**src/rtl/sr_pkg.sv**
```systemverilog
package sr_pkg;
  localparam logic [7:0] OP_WREN   = 8'h06;
  localparam logic [7:0] OP_WRDI   = 8'h04;
  localparam logic [7:0] OP_EWSR   = 8'h50;
  localparam logic [7:0] OP_WRSR   = 8'h01;
  localparam logic [7:0] OP_BPROG  = 8'h02;
  localparam logic [7:0] OP_AAI    = 8'hAD;
  localparam logic [7:0] OP_SECT   = 8'h20;
  localparam logic [7:0] OP_B32    = 8'h52;
  localparam logic [7:0] OP_B64    = 8'hD8;
  localparam logic [7:0] OP_CHIP_A = 8'h60;
  localparam logic [7:0] OP_CHIP_B = 8'hC7;

  typedef enum logic [1:0] {EK_SECT, EK_B32, EK_B64, EK_CHIP} ek_e;

  localparam logic [7:0] SR_RESET = 8'h1C;
endpackage

```
**src/rtl/sr_prot_map.sv**
```systemverilog
module sr_prot_map #(
  parameter int ADDR_W = 19
) (
  input  logic [2:0]        lvl,
  input  logic [ADDR_W-1:0] addr,
  output logic              hit
);
  localparam int DEPTHS = 4;
  logic [DEPTHS:1] top_ones;

  genvar k;
  generate
    for (k = 1; k <= DEPTHS; k++) begin : g_top
      assign top_ones[k] = &addr[ADDR_W-1 -: k];
    end
  endgenerate

  always_comb begin
    case (lvl)
      3'd0:    hit = 1'b0;
      3'd1:    hit = top_ones[4];
      3'd2:    hit = top_ones[3];
      3'd3:    hit = top_ones[2];
      default: hit = 1'b1;
    endcase
  end
endmodule

```
**src/rtl/sr_erase_eng.sv**
```systemverilog
module sr_erase_eng
  import sr_pkg::*;
#(
  parameter int ADDR_W   = 19,
  parameter int SECT_W   = 12,
  parameter int B32_W    = 15,
  parameter int B64_W    = 16,
  parameter int SECT_CYC = 5000,
  parameter int B32_CYC  = 40000,
  parameter int B64_CYC  = 80000,
  parameter int CHIP_CYC = 600000
) (
  input  logic              clk,
  input  logic              rst,
  input  logic              start,
  input  ek_e               kind,
  input  logic [ADDR_W-1:0] addr,
  output logic              busy,
  output logic              done,
  output logic              er_we,
  output logic [ADDR_W-1:0] er_addr
);
  localparam int MAX_AB = (SECT_CYC > B32_CYC) ? SECT_CYC : B32_CYC;
  localparam int MAX_CD = (B64_CYC > CHIP_CYC) ? B64_CYC : CHIP_CYC;
  localparam int MAXC   = (MAX_AB > MAX_CD) ? MAX_AB : MAX_CD;
  localparam int CW     = $clog2(MAXC + 1);

  localparam logic [ADDR_W-1:0] M_SECT = ADDR_W'((64'd1 << SECT_W) - 64'd1);
  localparam logic [ADDR_W-1:0] M_B32  = ADDR_W'((64'd1 << B32_W) - 64'd1);
  localparam logic [ADDR_W-1:0] M_B64  = ADDR_W'((64'd1 << B64_W) - 64'd1);
  localparam logic [ADDR_W-1:0] M_CHIP = {ADDR_W{1'b1}};

  logic [CW-1:0]     cnt_q, dur_sel;
  logic [ADDR_W-1:0] base_q, offs_q, mask_q, mask_sel;
  logic              fill_q;

  always_comb begin
    case (kind)
      EK_SECT: begin mask_sel = M_SECT; dur_sel = CW'(SECT_CYC); end
      EK_B32:  begin mask_sel = M_B32;  dur_sel = CW'(B32_CYC);  end
      EK_B64:  begin mask_sel = M_B64;  dur_sel = CW'(B64_CYC);  end
      default: begin mask_sel = M_CHIP; dur_sel = CW'(CHIP_CYC); end
    endcase
  end

  always_ff @(posedge clk) begin
    if (rst) begin
      cnt_q  <= '0;
      fill_q <= 1'b0;
      base_q <= '0;
      offs_q <= '0;
      mask_q <= '0;
    end else if (start && cnt_q == '0) begin
      cnt_q  <= dur_sel;
      fill_q <= 1'b1;
      base_q <= addr & ~mask_sel;
      offs_q <= '0;
      mask_q <= mask_sel;
    end else begin
      if (cnt_q != '0) cnt_q <= cnt_q - 1'b1;
      if (fill_q) begin
        if (offs_q == mask_q) fill_q <= 1'b0;
        else                  offs_q <= offs_q + 1'b1;
      end
    end
  end

  assign busy    = (cnt_q != '0);
  assign done    = (cnt_q == CW'(1));
  assign er_we   = fill_q;
  assign er_addr = base_q | offs_q;
endmodule

```
**src/rtl/sr_stat_regs.sv**
```systemverilog
module sr_stat_regs
  import sr_pkg::*;
(
  input  logic       clk,
  input  logic       rst,
  input  logic       set_wel,
  input  logic       clr_wel,
  input  logic       set_aai,
  input  logic       clr_aai,
  input  logic       wr_en,
  input  logic [7:0] wr_data,
  input  logic       busy,
  output logic [7:0] status
);
  logic       wel_q, aai_q, lock_q;
  logic [3:0] bp_q;

  always_ff @(posedge clk) begin
    if (rst) begin
      wel_q  <= SR_RESET[1];
      aai_q  <= SR_RESET[6];
      lock_q <= SR_RESET[7];
      bp_q   <= SR_RESET[5:2];
    end else begin
      if (clr_wel)      wel_q <= 1'b0;
      else if (set_wel) wel_q <= 1'b1;
      if (clr_aai)      aai_q <= 1'b0;
      else if (set_aai) aai_q <= 1'b1;
      if (wr_en) begin
        bp_q   <= wr_data[5:2];
        lock_q <= wr_data[7];
      end
    end
  end

  assign status = {lock_q, aai_q, bp_q, wel_q, busy};
endmodule

```
**src/rtl/sr_wprot_ctrl.sv**
```systemverilog
module sr_wprot_ctrl
  import sr_pkg::*;
#(
  parameter int ADDR_W   = 19,
  parameter int SECT_W   = 12,
  parameter int B32_W    = 15,
  parameter int B64_W    = 16,
  parameter int SECT_CYC = 5000,
  parameter int B32_CYC  = 40000,
  parameter int B64_CYC  = 80000,
  parameter int CHIP_CYC = 600000
) (
  input  logic              clk,
  input  logic              rst,
  input  logic              cmd_stb,
  input  logic [7:0]        cmd_op,
  input  logic [ADDR_W-1:0] cmd_addr,
  input  logic [7:0]        cmd_wdata,
  input  logic              wp_n,
  input  logic              ext_busy,
  input  logic              byte_done,
  input  logic              aai_end,
  output logic [7:0]        status_o,
  output logic              prog_grant,
  output logic              er_we,
  output logic [ADDR_W-1:0] er_addr,
  output logic [7:0]        er_wdata
);
  localparam logic [ADDR_W-1:0] M_SECT = ADDR_W'((64'd1 << SECT_W) - 64'd1);
  localparam logic [ADDR_W-1:0] M_B32  = ADDR_W'((64'd1 << B32_W) - 64'd1);
  localparam logic [ADDR_W-1:0] M_B64  = ADDR_W'((64'd1 << B64_W) - 64'd1);
  localparam int NPROBE = 2;

  logic [7:0]        sr;
  logic              eng_busy, eng_done, any_busy;
  logic              armed_q, grant_q;
  logic              live, wrsr_ok, wrsr_apply, prog_ok, er_cmd, er_ok;
  ek_e               er_kind;
  logic [ADDR_W-1:0] end_addr;
  logic [ADDR_W-1:0] probe [NPROBE];
  logic [NPROBE-1:0] prot;

  assign any_busy = eng_busy | ext_busy;

  // An instruction acts only outside BUSY and word sessions, except the
  // write-disable opcode which always acts and AD which continues a session.
  assign live = cmd_stb
              && (!any_busy || cmd_op == OP_WRDI)
              && (!sr[6] || cmd_op == OP_AAI || cmd_op == OP_WRDI);

  always_comb begin
    er_cmd  = 1'b0;
    er_kind = EK_SECT;
    case (cmd_op)
      OP_SECT:   begin er_cmd = 1'b1; er_kind = EK_SECT; end
      OP_B32:    begin er_cmd = 1'b1; er_kind = EK_B32;  end
      OP_B64:    begin er_cmd = 1'b1; er_kind = EK_B64;  end
      OP_CHIP_A: begin er_cmd = 1'b1; er_kind = EK_CHIP; end
      OP_CHIP_B: begin er_cmd = 1'b1; er_kind = EK_CHIP; end
      default:   ;
    endcase
  end

  always_comb begin
    case (er_kind)
      EK_SECT: end_addr = cmd_addr | M_SECT;
      EK_B32:  end_addr = cmd_addr | M_B32;
      EK_B64:  end_addr = cmd_addr | M_B64;
      default: end_addr = {ADDR_W{1'b1}};
    endcase
  end

  assign probe[0] = cmd_addr;
  assign probe[1] = end_addr;

  genvar p;
  generate
    for (p = 0; p < NPROBE; p++) begin : g_prot
      sr_prot_map #(.ADDR_W(ADDR_W)) u_map (
        .lvl  (sr[4:2]),
        .addr (probe[p]),
        .hit  (prot[p])
      );
    end
  endgenerate

  assign wrsr_ok    = live && cmd_op == OP_WRSR && armed_q;
  assign wrsr_apply = wrsr_ok && !(!wp_n && sr[7]);
  assign prog_ok    = live && (cmd_op == OP_BPROG || cmd_op == OP_AAI)
                      && sr[1] && !prot[0];
  assign er_ok      = live && er_cmd && sr[1]
                      && ((er_kind == EK_CHIP) ? (sr[5:2] == 4'b0000) : !prot[1]);

  always_ff @(posedge clk) begin
    if (rst) begin
      armed_q <= 1'b0;
      grant_q <= 1'b0;
    end else begin
      grant_q <= prog_ok;
      if (cmd_stb) armed_q <= (cmd_op == OP_EWSR) || (cmd_op == OP_WREN);
    end
  end

  sr_erase_eng #(
    .ADDR_W(ADDR_W), .SECT_W(SECT_W), .B32_W(B32_W), .B64_W(B64_W),
    .SECT_CYC(SECT_CYC), .B32_CYC(B32_CYC), .B64_CYC(B64_CYC), .CHIP_CYC(CHIP_CYC)
  ) u_eng (
    .clk     (clk),
    .rst     (rst),
    .start   (er_ok),
    .kind    (er_kind),
    .addr    (cmd_addr),
    .busy    (eng_busy),
    .done    (eng_done),
    .er_we   (er_we),
    .er_addr (er_addr)
  );

  sr_stat_regs u_sr (
    .clk     (clk),
    .rst     (rst),
    .set_wel (live && cmd_op == OP_WREN),
    .clr_wel ((live && cmd_op == OP_WRDI) || wrsr_ok || eng_done || byte_done || aai_end),
    .set_aai (prog_ok && cmd_op == OP_AAI),
    .clr_aai ((live && cmd_op == OP_WRDI) || aai_end),
    .wr_en   (wrsr_apply),
    .wr_data (cmd_wdata),
    .busy    (any_busy),
    .status  (sr)
  );

  assign status_o   = sr;
  assign prog_grant = grant_q;
  assign er_wdata   = 8'hFF;
endmodule

```
**config.mk**
```make
export PLATFORM = sky130hd
export DESIGN_NAME = sr_wprot_ctrl
export DESIGN_NICKNAME = d
export VERILOG_FILES = /design/src/rtl/sr_pkg.sv /design/src/rtl/sr_prot_map.sv /design/src/rtl/sr_erase_eng.sv /design/src/rtl/sr_stat_regs.sv /design/src/rtl/sr_wprot_ctrl.sv
export SDC_FILE = /design/constraint.sdc
export NUM_CORES = 1
export LEC_CHECK = 0
export ABC_AREA = 1
export ABC_CLOCK_PERIOD_IN_PS = 2250
export BUFFER_PORTS_ARGS = -buffer_cell sky130_fd_sc_hd__buf_2
export CAP_MARGIN = 20
export CORE_UTILIZATION = 50
export DETAILED_ROUTE_END_ITERATION = 8
export HOLD_SLACK_MARGIN = 0.1
export PLACE_DENSITY = 0.76
export SLEW_MARGIN = 10
export SYNTH_ARGS = -nofsm -noshare
export SYNTH_HDL_FRONTEND = slang
export SYNTH_SLANG_ARGS = --single-unit
```
**constraint.sdc**
```tcl
create_clock -name clk -period 2.25 [get_ports clk]
set_input_delay 0.1125 -clock clk [delete_from_list [all_inputs] [get_ports clk]]
set_output_delay 0.1125 -clock clk [all_outputs]
set_load 0.05 [all_outputs]
```
==> run_results.csv <==
group,metric,value,unit
clocking,clockBufferDepth,2,
power_and_ir_drop,power.static_leakage,2.33,nW
power_and_ir_drop,finalPower,4.05,mW
clocking,cts_tree,"yes",
sta,hold_violations,0,
placement,gp_congestion,0.963,
clocking,clock_insertion_delay_worst_skew,340,ps
power_and_ir_drop,p_per_area,815,nW/um^2
global_route,grt_pass1_vias,3903,
floorplanning,design.die.area,8350,um^2
power_and_ir_drop,power.share.combinational,41.9,%
power_and_ir_drop,power.ir.vdd_worst,741,uV
setup_path,crit_path_end_kind,"flip-flop",
setup_path,timing.reg2reg.setup_slack,150,ps
logic_synthesis,ys_warns,0,
routing,vias_per_cell,5.20,
global_route,grt_pass1_wl,17000,um
floorplanning,io-pin-count,79,
logic_synthesis,yosys_register_bits,60,
setup_path,worst_ep_arrival_time,2370,ps
routing,drt.antenna.violating_nets,0,
setup_path,worst_path_max_fanout,8,
floorplanning,chipWidth,91.4,um
power_and_ir_drop,share_clk_of_total_power,24.1,%
worst_hold_path,hold_path_class,"input pin to flip-flop",
global_route,grt-ovfl-total,0,
setup_path,crit_path_end,"u_eng.cnt_q[15]",
global_route,antenna_found_initial,0,
sta,max_slew_margin,63.3,%
final_layout,most-common-layout-cells,"122 x nand2_1, 62 x inv_1, 62 x nand3_1, 57 x dfxtp_1, 55 x buf_2",
worst_hold_path,hp-start,"aai_end",
logic_synthesis,synth_top_area_share,30.1,%
power_and_ir_drop,internal-power,2.50,mW
routing,num_vias,4106,
floorplanning,die-height,91.4,um
setup_path,startpoint,"u_eng.cnt_q[0]",
clocking,numCtsBuffers,9,
routing,drtPass1Iterations,4,
global_route,globalRouteTotalUtil,25.1,%
clocking,path_clk_slew,70,ps
logic_synthesis,synth_largest_area_cell,"dfxtp_1",
final_layout,layout_commonest_cell,"nand2_1",
floorplanning,fp.coreArea,7730,um^2
placement,portBuffers,55,
routing,routedWlPerCell,13.0,um
routing,first_iter_violations,231,
final_layout,antennaDiodeCount,0,
sta,drv_slew,0,
setup_path,r2r-start,"u_eng.cnt_q[0]",
setup_path,worstReg2RegEnd,"u_eng.cnt_q[15]",
placement,dp_hpwl,7410,um
sta,setup-violations-final,0,
sta,setup_slack_of_the_critical_path_after_layout,147,ps
logic_synthesis,post_synth.cell_area_avg,6.84,um^2
run_status,status,"finished, final reports clean",
global_route,grt_max_degree,22,
routing,route.final.wire_length,10200,um
setup_path,setup.worst_path.start_class,"flip-flop",
logic_synthesis,mappedNetlistArea,4000,um^2
run,max-cap-violations,0,
logic_synthesis,synth_cell_types,40,
power_and_ir_drop,netSwitchingFraction,38.2,%
placement,worst_setup_timing_slack_at_the_placement_stage,-216,ps
setup_path,rr_worst_depth,15,
power_and_ir_drop,power.share.sequential,33.9,%
sta,period_share,93.4,%
final_layout,layout-drive-gt1-share,26.0,%
setup_path,critPathRequiredTime,2510,ps
sta,least_margin_pin_slew,546,ps
logic_synthesis,post_synth_inst_count,584,
logic_synthesis,post_synth_main_area_contributors,"dfxtp_1 30%, nand2_1 12%, nand3_1 7.9%",
floorplanning,initial_utilization,51.7,%
final_layout,finalCoreUtilization,64.4,%
floorplanning,row_count,32,
routing,drc,0,
sta,timing.fmax,476,MHz
clocking,htreeDepth,3,
clocking,buffer_type_at_the_clock_tree_root,"clkbuf_8",
final_layout,finish.net_count,737,
power_and_ir_drop,power_switching,1.55,mW
sta,post-route-min-period,2100,ps
logic_synthesis,seq_area_frac_synth,30.1,%
setup_path,worstSetupPathType,"flip-flop to flip-flop",
sta,worst_clock_skew,5.88,ps
final_layout,layout-area-overhead-vs-synth,24.5,%
clocking,cts.sink_count,60,
==> Yosys cell counts (all sizes together) <==
cell / n
or4: 1
nor4: 6
a31oi: 2
nor3: 24
xnor2: 7
a21boi: 1
o41ai: 1
a21oi: 38
o31ai: 2
ha: 10
a211oi: 3
nand3: 65
dfxtp: 60
o21ba: 1
o2111ai: 1
or2: 13
o21ai: 9
conb: 1
nand2: 132
clkbuf: 10
xor2: 24
nor3b: 1
nand3b: 2
nand4: 18
and3: 2
nor2: 55
inv: 65
o221ai: 1
buf: 29
==> worst max-delay path: stages (launching register included) <==
cell and delay (ps):
dfxtp_1 320, inv_2 90, ha_4 140, nand2_2 80, nor2_4 150, nand2_2 100, nor2_4 140, nand2_2 80
nand2_2 80, nand3_4 80, nor3_4 240, nand2_4 130, buf_4 160, nand2_1 60, nand2_1 60, a21oi_1 130
==> cell type report <==
type	instances	area, um^2
fill	672	2750
multi-input combinational	427	2380
clock buffer	12	155
timing repair buffer	122	827
sequential	60	1210
clock inverter	2	35.0
tap	102	128
inverter	65	244
==> power by group through the flow <==
stage | clock network, mW | registers, mW | logic [mW]
2_1_floorplan | 0 | 1.35 | 1.20
3_3_place_gp | 0 | 1.37 | 1.45
3_5_place_dp | 0 | 1.38 | 1.48
4_1_cts | 0.996 | 1.35 | 1.52
5_1_grt | 1.03 | 1.40 | 1.88
6_report | 0.978 | 1.38 | 1.70
==> metrics by stage <==
stage                     cells  setup TNS [ps]  cell area, um^2  hold WS (ps)
after CTS                   783               0             4840           138
after floorplan             591               0             4030           223
after detailed placement    756           -5210             4520           334
after global routing        790           -54.0             4970           164
after global placement      756           -1510             4520           330
final                       790               0             4970           152
==> registers in the layout, summed over array words and instances, names as in the netlist, 4 cells and up <==
| signal | flops |
|---|---|
| u_eng.cnt_q | 20 |
| u_eng.offs_q | 19 |
| u_eng.base_q | 7 |
| u_eng.mask_q | 4 |
| u_sr.bp_q | 4 |
==> worst min path at each step <==
stage / end / slack, ps / depth (start not counted)
after floorplan: armed_q / 220 / 1
after detailed placement: u_eng.base_q[14] / 330 / 3
after CTS: u_sr.aai_q / 140 / 4
after global routing: u_sr.aai_q / 160 / 4
after global placement: u_eng.base_q[12] / 330 / 3
final: u_sr.aai_q / 150 / 4
==> repair_timing <==
item / CTS / global route
hold buffers: 13 / 0
setup buffers: 0 / 7
endpoints found under the setup margin: 0 / 40
gates resized for setup: 0 / 23
hold endpoints to repair: 13 / 0
==> kinds of logic after synthesis <==
| group | count (synthesis) | synth area share, % |
|---|---|---|
| AO/OA/AOI/OAI | 59 | 9.36 |
| adder cells (fa/ha/maj) | 10 | 3.13 |
| buffers and inverters | 104 | 12.9 |
| AND/OR/NAND/NOR | 319 | 37.6 |
| flip-flops | 60 | 30.1 |
| other | 1 | 0.0938 |
| XOR/XNOR | 31 | 6.79 |
==> routing by layer <==
layer	global-route usage [%]	share of wire [%]	vias to the layer above
met4	8.20	1.3	0
met2	46.6	53	118
li1	-	-	2082
met1	27.5	41	1892
met3	6.37	5.0	14
met5	0	0	-
No activity file was read; power rests on OpenSTA's default activity.
